[src/rtl/ufc_pkg.sv]
package ufc_pkg;

    typedef enum logic [1:0] {
        TRIG_1  = 2'b00,
        TRIG_4  = 2'b01,
        TRIG_8  = 2'b10,
        TRIG_14 = 2'b11
    } trig_e;

    typedef enum logic {
        RDY_WAIT = 1'b0,
        RDY_GO   = 1'b1
    } rdy_state_e;

    function automatic int unsigned trig_count(input trig_e code);
        int unsigned n;
        unique case (code)
            TRIG_1:  n = 1;
            TRIG_4:  n = 4;
            TRIG_8:  n = 8;
            TRIG_14: n = 14;
            default: n = 1;
        endcase
        return n;
    endfunction

endpackage

[src/rtl/ufc_ctl_reg.sv]
module ufc_ctl_reg
    import ufc_pkg::*;
(
    input  logic       clk,
    input  logic       rst_n,
    input  logic       wr,
    input  logic [7:0] wdata,
    output logic       en,
    output logic       dma,
    output trig_e      trig,
    output logic       rx_clr,
    output logic       tx_clr,
    output logic [7:0] rdata
);

    always_ff @(posedge clk or negedge rst_n) begin
        if (!rst_n) begin
            en     <= 1'b0;
            dma    <= 1'b0;
            trig   <= TRIG_1;
            rx_clr <= 1'b0;
            tx_clr <= 1'b0;
        end else begin
            rx_clr <= 1'b0;
            tx_clr <= 1'b0;
            if (wr) begin
                en <= wdata[0];
                if (wdata[0]) begin
                    dma    <= wdata[3];
                    trig   <= trig_e'(wdata[7:6]);
                    rx_clr <= wdata[1];
                    tx_clr <= wdata[2];
                end
            end
        end
    end

    assign rdata = {trig, 2'b00, dma, tx_clr, rx_clr, en};

    // a write with bit 0 clear keeps mode and threshold and drops enable
    a_r2_disable_keeps: assert property (@(posedge clk) disable iff (!rst_n)
        (wr && !wdata[0]) |=> ($stable(dma) && $stable(trig) && !en && !rx_clr && !tx_clr));

endmodule

[src/rtl/ufc_byte_fifo.sv]
module ufc_byte_fifo #(
    parameter int DEPTH = 16,
    parameter int W     = 8,
    localparam int CW   = $clog2(DEPTH + 1),
    localparam int AW   = $clog2(DEPTH)
) (
    input  logic          clk,
    input  logic          rst_n,
    input  logic          clr,
    input  logic          single,
    input  logic          push,
    input  logic [W-1:0]  pdata,
    input  logic          pop,
    output logic [W-1:0]  dout,
    output logic [CW-1:0] count,
    output logic          ovf
);

    logic [W-1:0]  mem [DEPTH];
    logic [AW-1:0] wp, rp;
    logic [CW-1:0] cap;
    logic          full, empty, do_push, do_pop;

    assign cap     = single ? CW'(1) : CW'(DEPTH);
    assign full    = (count >= cap);
    assign empty   = (count == '0);
    assign do_pop  = pop && !empty && !clr;
    assign do_push = push && (!full || do_pop) && !clr;

    function automatic logic [AW-1:0] nxt_ptr(input logic [AW-1:0] p);
        return (p == AW'(DEPTH - 1)) ? '0 : p + 1'b1;
    endfunction

    always_ff @(posedge clk) begin
        if (do_push) mem[wp] <= pdata;
    end

    always_ff @(posedge clk or negedge rst_n) begin
        if (!rst_n) begin
            wp    <= '0;
            rp    <= '0;
            count <= '0;
            dout  <= '0;
            ovf   <= 1'b0;
        end else begin
            ovf <= push && !do_push && !clr;
            if (clr) begin
                wp    <= '0;
                rp    <= '0;
                count <= '0;
            end else begin
                if (do_push) wp <= nxt_ptr(wp);
                if (do_pop) begin
                    dout <= mem[rp];
                    rp   <= nxt_ptr(rp);
                end
                count <= count + CW'(do_push) - CW'(do_pop);
            end
        end
    end

    // level never exceeds the queue depth
    a_r5_count_bound: assert property (@(posedge clk) disable iff (!rst_n)
        count <= CW'(DEPTH));

    // a drop pulse only follows a push into a full queue
    a_r5_ovf_cause: assert property (@(posedge clk) disable iff (!rst_n)
        ovf |-> $past(full && push));

    // popping an empty queue keeps level zero and the last byte
    a_r6_pop_empty: assert property (@(posedge clk) disable iff (!rst_n)
        (pop && empty && !push && !clr) |=> (count == '0 && $stable(dout)));

    // simultaneous push and pop on a non-empty queue keeps the level
    a_r6_push_pop: assert property (@(posedge clk) disable iff (!rst_n)
        (push && pop && !empty && !clr) |=> $stable(count));

endmodule

[src/rtl/ufc_ready_fsm.sv]
module ufc_ready_fsm
    import ufc_pkg::*;
#(
    parameter bit TX_SIDE = 1'b1,
    parameter int DEPTH   = 16,
    localparam int CW     = $clog2(DEPTH + 1)
) (
    input  logic          clk,
    input  logic          rst_n,
    input  logic          burst,
    input  logic [CW-1:0] cnt,
    input  logic          trig_hit,
    input  logic          timeout,
    output logic          rdy_n
);

    localparam rdy_state_e RST_ST = TX_SIDE ? RDY_GO : RDY_WAIT;

    rdy_state_e state, nxt;
    logic       is_empty, is_full;

    assign is_empty = (cnt == '0);
    assign is_full  = (cnt == CW'(DEPTH));

    always_ff @(posedge clk or negedge rst_n) begin
        if (!rst_n) state <= RST_ST;
        else        state <= nxt;
    end

    always_comb begin
        nxt = state;
        if (!burst) begin
            if (TX_SIDE) nxt = is_empty ? RDY_GO : RDY_WAIT;
            else         nxt = is_empty ? RDY_WAIT : RDY_GO;
        end else begin
            unique case (state)
                RDY_WAIT: begin
                    if (TX_SIDE) begin
                        if (is_empty) nxt = RDY_GO;
                    end else if (trig_hit || (timeout && !is_empty)) begin
                        nxt = RDY_GO;
                    end
                end
                RDY_GO: begin
                    if (TX_SIDE) begin
                        if (is_full) nxt = RDY_WAIT;
                    end else if (is_empty) begin
                        nxt = RDY_WAIT;
                    end
                end
                default: nxt = RST_ST;
            endcase
        end
    end

    always_comb begin
        rdy_n = (state != RDY_GO);
    end

    generate
        if (TX_SIDE) begin : g_tx_chk
            // in mode 1 the transmit pin only rises on a full queue
            a_r9_rise_full: assert property (@(posedge clk) disable iff (!rst_n)
                ($rose(rdy_n) && $past(burst)) |-> $past(is_full));
            // the transmit pin never rises over an empty queue
            a_r7_rise_nonempty: assert property (@(posedge clk) disable iff (!rst_n)
                $rose(rdy_n) |-> !$past(is_empty));
        end else begin : g_rx_chk
            // in mode 1 the receive pin falls on threshold or time-out only
            a_r10_fall_cause: assert property (@(posedge clk) disable iff (!rst_n)
                ($fell(rdy_n) && $past(burst)) |-> $past(trig_hit || timeout));
            // the receive pin only releases over an empty queue
            a_r10_rise_empty: assert property (@(posedge clk) disable iff (!rst_n)
                $rose(rdy_n) |-> $past(is_empty));
        end
    endgenerate

endmodule

[src/rtl/uart_fifo_ctl.sv]
module uart_fifo_ctl
    import ufc_pkg::*;
#(
    parameter int DEPTH = 16,
    parameter int W     = 8,
    localparam int CW   = $clog2(DEPTH + 1)
) (
    input  logic          clk,
    input  logic          rst_n,
    input  logic          ctl_wr,
    input  logic [7:0]    ctl_wdata,
    output logic [7:0]    ctl_rdata,
    input  logic          host_wr,
    input  logic [W-1:0]  host_wdata,
    input  logic          host_rd,
    output logic [W-1:0]  host_rdata,
    input  logic          rx_push,
    input  logic [W-1:0]  rx_pdata,
    input  logic          tx_pop,
    output logic [W-1:0]  tx_pdata,
    input  logic          rx_timeout,
    output logic [CW-1:0] rx_level,
    output logic [CW-1:0] tx_level,
    output logic          rx_irq,
    output logic          rx_overrun,
    output logic          txrdy_n,
    output logic          rxrdy_n
);

    logic          en, dma, rx_clr, tx_clr, burst, tx_drop;
    trig_e         trig;
    logic [CW-1:0] thresh;

    ufc_ctl_reg u_ctl (
        .clk    (clk),
        .rst_n  (rst_n),
        .wr     (ctl_wr),
        .wdata  (ctl_wdata),
        .en     (en),
        .dma    (dma),
        .trig   (trig),
        .rx_clr (rx_clr),
        .tx_clr (tx_clr),
        .rdata  (ctl_rdata)
    );

    ufc_byte_fifo #(.DEPTH(DEPTH), .W(W)) u_rxq (
        .clk    (clk),
        .rst_n  (rst_n),
        .clr    (rx_clr),
        .single (!en),
        .push   (rx_push),
        .pdata  (rx_pdata),
        .pop    (host_rd),
        .dout   (host_rdata),
        .count  (rx_level),
        .ovf    (rx_overrun)
    );

    ufc_byte_fifo #(.DEPTH(DEPTH), .W(W)) u_txq (
        .clk    (clk),
        .rst_n  (rst_n),
        .clr    (tx_clr),
        .single (!en),
        .push   (host_wr),
        .pdata  (host_wdata),
        .pop    (tx_pop),
        .dout   (tx_pdata),
        .count  (tx_level),
        .ovf    (tx_drop)
    );

    assign thresh = en ? CW'(trig_count(trig)) : CW'(1);
    assign rx_irq = (rx_level >= thresh);
    assign burst  = en && dma;

    ufc_ready_fsm #(.TX_SIDE(1'b1), .DEPTH(DEPTH)) u_txrdy (
        .clk      (clk),
        .rst_n    (rst_n),
        .burst    (burst),
        .cnt      (tx_level),
        .trig_hit (1'b0),
        .timeout  (1'b0),
        .rdy_n    (txrdy_n)
    );

    ufc_ready_fsm #(.TX_SIDE(1'b0), .DEPTH(DEPTH)) u_rxrdy (
        .clk      (clk),
        .rst_n    (rst_n),
        .burst    (burst),
        .cnt      (rx_level),
        .trig_hit (rx_irq),
        .timeout  (rx_timeout),
        .rdy_n    (rxrdy_n)
    );

    // a pending clear empties its queue on the next clock
    a_r3_rx_cleared: assert property (@(posedge clk) disable iff (!rst_n)
        rx_clr |=> (rx_level == '0));
    a_r3_tx_cleared: assert property (@(posedge clk) disable iff (!rst_n)
        tx_clr |=> (tx_level == '0));

endmodule

[config.mk]
export PLATFORM = sky130hd
export DESIGN_NAME = uart_fifo_ctl
export DESIGN_NICKNAME = d
export VERILOG_FILES = /design/src/rtl/ufc_pkg.sv /design/src/rtl/ufc_ctl_reg.sv /design/src/rtl/ufc_byte_fifo.sv /design/src/rtl/ufc_ready_fsm.sv /design/src/rtl/uart_fifo_ctl.sv
export SDC_FILE = /design/constraint.sdc
export NUM_CORES = 1
export LEC_CHECK = 0
export ABC_AREA = 1
export BUFFER_PORTS_ARGS = -buffer_cell sky130_fd_sc_hd__clkbuf_2
export CAP_MARGIN = 20
export CORE_ASPECT_RATIO = 0.5
export CORE_UTILIZATION = 60
export CTS_CLUSTER_SIZE = 8
export DETAILED_ROUTE_END_ITERATION = 10
export GPL_TIMING_DRIVEN = 0
export PLACE_DENSITY = 0.79
export SLEW_MARGIN = 20
export SYNTH_ARGS = -nofsm -noshare
export SYNTH_HDL_FRONTEND = slang
export SYNTH_SLANG_ARGS = --single-unit
[constraint.sdc]
create_clock -name clk -period 4.7 [get_ports clk]
set_input_delay 0.47 -clock clk [delete_from_list [all_inputs] [get_ports clk]]
set_output_delay 0.47 -clock clk [all_outputs]
set_load 0.02 [all_outputs]
Word-level counts from Yosys, hierarchy flattened --
Memories as Yosys holds them, arrays and structs flattened. A register that Yosys moved wholly into a read port is not among the register bits. Index checks and enable logic that the tools add are counted.
Storage, ports and cells: register bits after elaboration 35, memory bits (writable) 256, input bits 32, output and inout bits 38, word-level logic and storage cells 106, memories 2
Cells by class: add/sub/neg operators 8, $lt $le $gt $ge 3, eq/ne operators 8, muxes and demuxes 33, bitwise gates (word level) 4, reductions and logical operators 34
Memory list:
- u_rxq.mem | depth 16, width 8, rd ports 1, clocked after Yosys merged registers in 1, wr ports 1, line ufc_byte_fifo.sv:19 | logic [W-1:0] mem [DEPTH];
- u_txq.mem | depth 16, width 8, rd ports 1, clocked after Yosys merged registers in 1, wr ports 1, line ufc_byte_fifo.sv:19
Operators with widths (count):
- two-way mux 4 bit | 12
- two-way mux 5 bit | 4
- case mux 5 bit (4 select lines) | 1
- adder 4 x 1 -> 4 bit, second input constant | 4
- equality test 4 bit, second input constant | 4
- >= comparator 5 bit | 3
- two-way mux 1 bit | 14
- logical AND 1 bit | 12
- adder 5 x 1 -> 5 bit | 2
- zero test 5 bit | 2
- subtractor 5 x 1 -> 5 bit | 2
- zero test 1 bit | 9
- nonzero test 2 bit | 4
- AND reduction 2 bit | 3
- equality test 5 bit, second input constant | 1
- equality test 2 bit, second input constant | 2
- NOT 1 bit | 4
- case mux 1 bit (2 select lines) | 2
- logical OR 1 bit | 3
- equality test 2 x 1 -> 1 bit, second input constant | 1
- zero test 2 bit | 1

Depth between registers and ports, before layout --
depth in word-level cells 10, gate-level depth with buffers 16

Hierarchy --
A second synthesis with hierarchy kept.
Unflattened totals: cell total of the unflattened synthesis 1482, area total of the unflattened synthesis 14360.0 µm²
Modules (own cells, without submodules):
- ufc_byte_fifo (u_rxq) | times used 1, cells each 702, area an instance 6902.9 µm², seq. area each 4394.2 µm²
- ufc_byte_fifo (u_txq) | times used 1, cells each 702, area an instance 6901.6 µm², seq. area each 4394.2 µm²
- ufc_ctl_reg | times used 1, cells each 31, area an instance 281.5 µm², seq. area each 150.1 µm²
- uart_fifo_ctl | times used 1, cells each 27, area an instance 140.1 µm², seq. area each 0.0 µm²
- ufc_ready_fsm (u_rxrdy) | times used 1, cells each 10, area an instance 67.6 µm², seq. area each 25.0 µm²
- ufc_ready_fsm (u_txrdy) | times used 1, cells each 10, area an instance 66.3 µm², seq. area each 26.3 µm²

Worst setup path after synthesis --
OpenSTA, ideal clock, no wires.
path kind register to register, from reg u_txq.count[2], to reg u_txq.count[4], library setup time 0.077 ns, arrival time 2.725 ns, required time 4.623 ns, slack 1.898 ns, stages on the path, launching flop included 17, buffers on the path 1, clock period less this slack 2.802 ns, path through dfrtp_1 inv_1 ha_1 nand2_2 nor2_1 nand2_1 nand3_2 inv_1 buf_2 ha_1 inv_1 ha_1 inv_1 fa_1 o31ai_1 o21ai_0 a21oi_1
On the way: cells in the longest elaborated chain, start to end 10, elaborated cells between the ends (all ways) 12, those cells by class 2 x add/sub; 1 x order compare; 1 x mux; 8 x reduce/logical
Ends and longest elaborated chain:
- from (decl) | line ufc_byte_fifo.sv:15 | output logic [CW-1:0] count,
- from (signal assigned) | line ufc_byte_fifo.sv:57 | count <= count + CW'(do_push) - CW'(do_pop);
- branches (longest 8 deep; another with >= comparator 5 bit)
- subtractor 5 x 1 -> 5 bit (*) | line ufc_byte_fifo.sv:57
- two-way mux 5 bit (*) | line ufc_byte_fifo.sv:47 | if (clr) begin
Every way passes the cells marked *. A chain may end at the register's enable or synchronous reset.

Worst setup path after layout --
Ends and elaborated chain as after synthesis.

==> results.ini <==
[finish]
syn_to_final_growth_pct=13.8
nets=1631
n_antenna_cell=0
stdcell_area_um2=16200
drive_gt1_share_pct=12.2
num-fill-cells=1692

[clocking]
postCtsSetupRepairBufs=0
insertion_delay_ns=0.53
clockBufferDepth=3
cts_tree=built
numCtsBuffers=44
cts_hold_buf=0
cts_sinks=307
cts-root-buf=clkbuf_16
cts_resized=0
path_clk_slew_ns=0.05
h-tree-depth=2

[placement]
io_buffer_count=64
dp_hpwl_mm=23.4
dpl_cell_area_um2=14900
place.gp.congestion=0.905

[route]
detail_route.first_pass.iterations=9
wl_per_cell_um=18.3
drt_iter0_markers=929
via_count=10200
wl_mm=34.8
vias_per_cell=5.38
postRouteAntennaNets=0
drc=2

[sta]
fin_skew_ns=0.0155
fmax_ghz=0.317
timing_hold_violations_final=0
rsz0062_at_grt=false
relSlewSlack_pct=29.6
post-route-min-period_ns=3.16
setup_viol=0
drv_slew=0
tightest_slew_ns=1.05
finalCritPeriodShare_pct=67.1
final.setup.tns_ns=0

[floorplan]
boundaryPins=70
core_um2=23000
die_w_um=220
initial_core_util_pct=61.8
die_h_um=111
rows=39
die_area_um2=24400

[yosys]
syn_inst=1452
ys_warn_count=0
synthesis.area_um2=14200
yosysSeqAreaShare_pct=63.0
yosysUniqueCellTypes=34
ys_seq_elements=307
syn_area_per_cell_um2=9.81

[worst_setup_path]
end_kind=register
required_ns=5.16
crit_arrival_ns=3.61
crit_path_start_kind=register
worst-path-max-fanout=10
worstSetupPathType=register to register

[global_routing]
overflow=0
grt_max_degree=52
grt_pass1_vias=9801
antenna_found_initial=0
grt_use_total_pct=29.8
grt_pass1_wl_mm=54.2

[status]
status=finished with violations
violations=design-rule violations

[flow_run]
drv_cap=0

[min_path]
hp-class=primary input to async pin

[power]
powerDensity_nw_per_um2=593
total_power_mw=9.61
ir_drop_v=0.000435
leakagePower_nw=7.36

## registers in the layout, indices dropped and copies added (netlist names), 2 cells and up, named ones only
signal       flops
u_txq.dout       8
u_rxq.mem      128
u_rxq.count      5
u_txq.rp         4
u_rxq.dout       8
u_txq.mem      128
u_rxq.rp         4
u_ctl.trig       2
u_rxq.wp         4
u_txq.wp         4
u_txq.count      5
## layer usage
layer / track usage (%) / vias up / part of all wire (%)
met3: 5.49 / 62 / 7.8
met5: 0 / - / 0
met1: 41.2 / 4857 / 42
met2: 48.8 / 412 / 48
met4: 7.72 / 0 / 2.0
li1: - / 4901 / -
## placed cells by master, fill, tap and decap left out, types with 12 or more instances in the layout
master / n
a21oi_1: 14
nand4_1: 12
dfrtp_1: 50
clkbuf_1: 44
clkbuf_2: 63
nor2_1: 46
nand2_1: 454
inv_1: 240
buf_2: 37
buf_4: 14
edfxtp_1: 256
o21ai_0: 16
clkbuf_16: 45
ha_1: 34
nand3_1: 210
## cells in the mapped netlist
cell type / instances / share of area, %
nand2_1: 454 / 12
edfxtp_1: 256 / 54
inv_1: 240 / 6.3
nand3_1: 210 / 7.4
dfrtp_1: 50 / 8.8
nor2_1: 46 / 1.2
buf_2: 37 / 1.3
ha_1: 34 / 3.0
o21ai_0: 16 / 0.56
a21oi_1: 14 / 0.49
buf_4: 14 / 0.74
nand4_1: 12 / 0.53
clkbuf_1: 11 / 0.29
nor2_2: 9 / 0.40
inv_2: 7 / 0.18
buf_6: 5 / 0.40
clkinv_1: 4 / 0.11
o22ai_1: 4 / 0.18
o31ai_1: 4 / 0.21
xnor2_1: 4 / 0.25
mux2_2: 3 / 0.24
fa_1: 2 / 0.28
nand2_4: 2 / 0.16
nand3_2: 2 / 0.14
nand3_4: 2 / 0.25
xor2_1: 2 / 0.12
a21boi_0: 1 / 0.053
conb_1: 1 / 0.026
dfstp_2: 1 / 0.18
nand2_2: 1 / 0.044
nand4_2: 1 / 0.088
nor3_1: 1 / 0.035
o2111ai_1: 1 / 0.062
o21ai_1: 1 / 0.035
## power breakdown
group	switching [mW]	internal [mW]
Clock	1.13	1.78
Sequential	0.188	3.26
Combinational	2.25	1.01
## cell type report
type / count / area [um^2] / share of cell area [%]
Multi-Input combinational cell: 828 / 3950 / 24.4
Clock buffer: 78 / 1250 / 7.71
Inverter: 251 / 942 / 5.81
Timing Repair Buffer: 64 / 323 / 1.99
Buffer: 67 / 388 / 2.39
Tap cell: 307 / 384 / 2.37
Sequential cell: 307 / 8960 / 55.3
Clock inverter: 1 / 7.51 / 0.0463
## cells by family after synthesis
group,Yosys count,synth area share (%)
AOI/OAI and AO/OA,41,1.59
xor gates and xnor gates,6,0.369
adders and majority gates,36,3.27
buffers and inverters,318,9.34
DFF,307,63.0
muxes,3,0.237
other,1,0.0263
and+or+nand+nor,740,22.2
## per-stage QoR
step	util [%]	hold slack, ns	worst slack (ns)	cells
after detailed placement	64.9	0.470	1.63	1824
final	70.4	0.0280	1.54	1903
after global routing	70.4	0.0956	1.32	1903
after CTS	70.4	0.0466	1.57	1903
after floorplan	-	0.174	1.90	1453
after global placement	64.9	0.465	1.79	1824
## final timing paths
| kind | startpoint | end | slack (ns) | cells past startpoint |
|---|---|---|---|---|
| max reg2reg | u_txq.count[2] | u_txq.count[4] | 1.54 | 16 |
| min | rst_n | u_txq.dout[5] | 0.03 | 1 |
| min reg2reg | u_txq.dout[6] | u_txq.dout[6] | 0.48 | 2 |
| max in group asynchronous | rst_n | u_rxq.dout[3] | 4.16 | 1 |
| min in group clk | ctl_wdata[2] | u_ctl.tx_clr | 0.13 | 3 |
| max | u_txq.count[2] | u_txq.count[4] | 1.54 | 16 |
## worst max-delay path, cell delays in order, from the launching register on
cell,delay (ns)
dfrtp_1,0.40
inv_1,0.14
ha_1,0.18
nand2_2,0.06
nor2_1,0.15
nand2_1,0.15
nand3_2,0.14
inv_1,0.07
buf_2,0.18
ha_1,0.28
inv_1,0.06
ha_1,0.16
inv_1,0.06
fa_1,0.45
o31ai_1,0.33
o21ai_0,0.13
a21oi_1,0.14
Power figures use the tool's default switching activity.
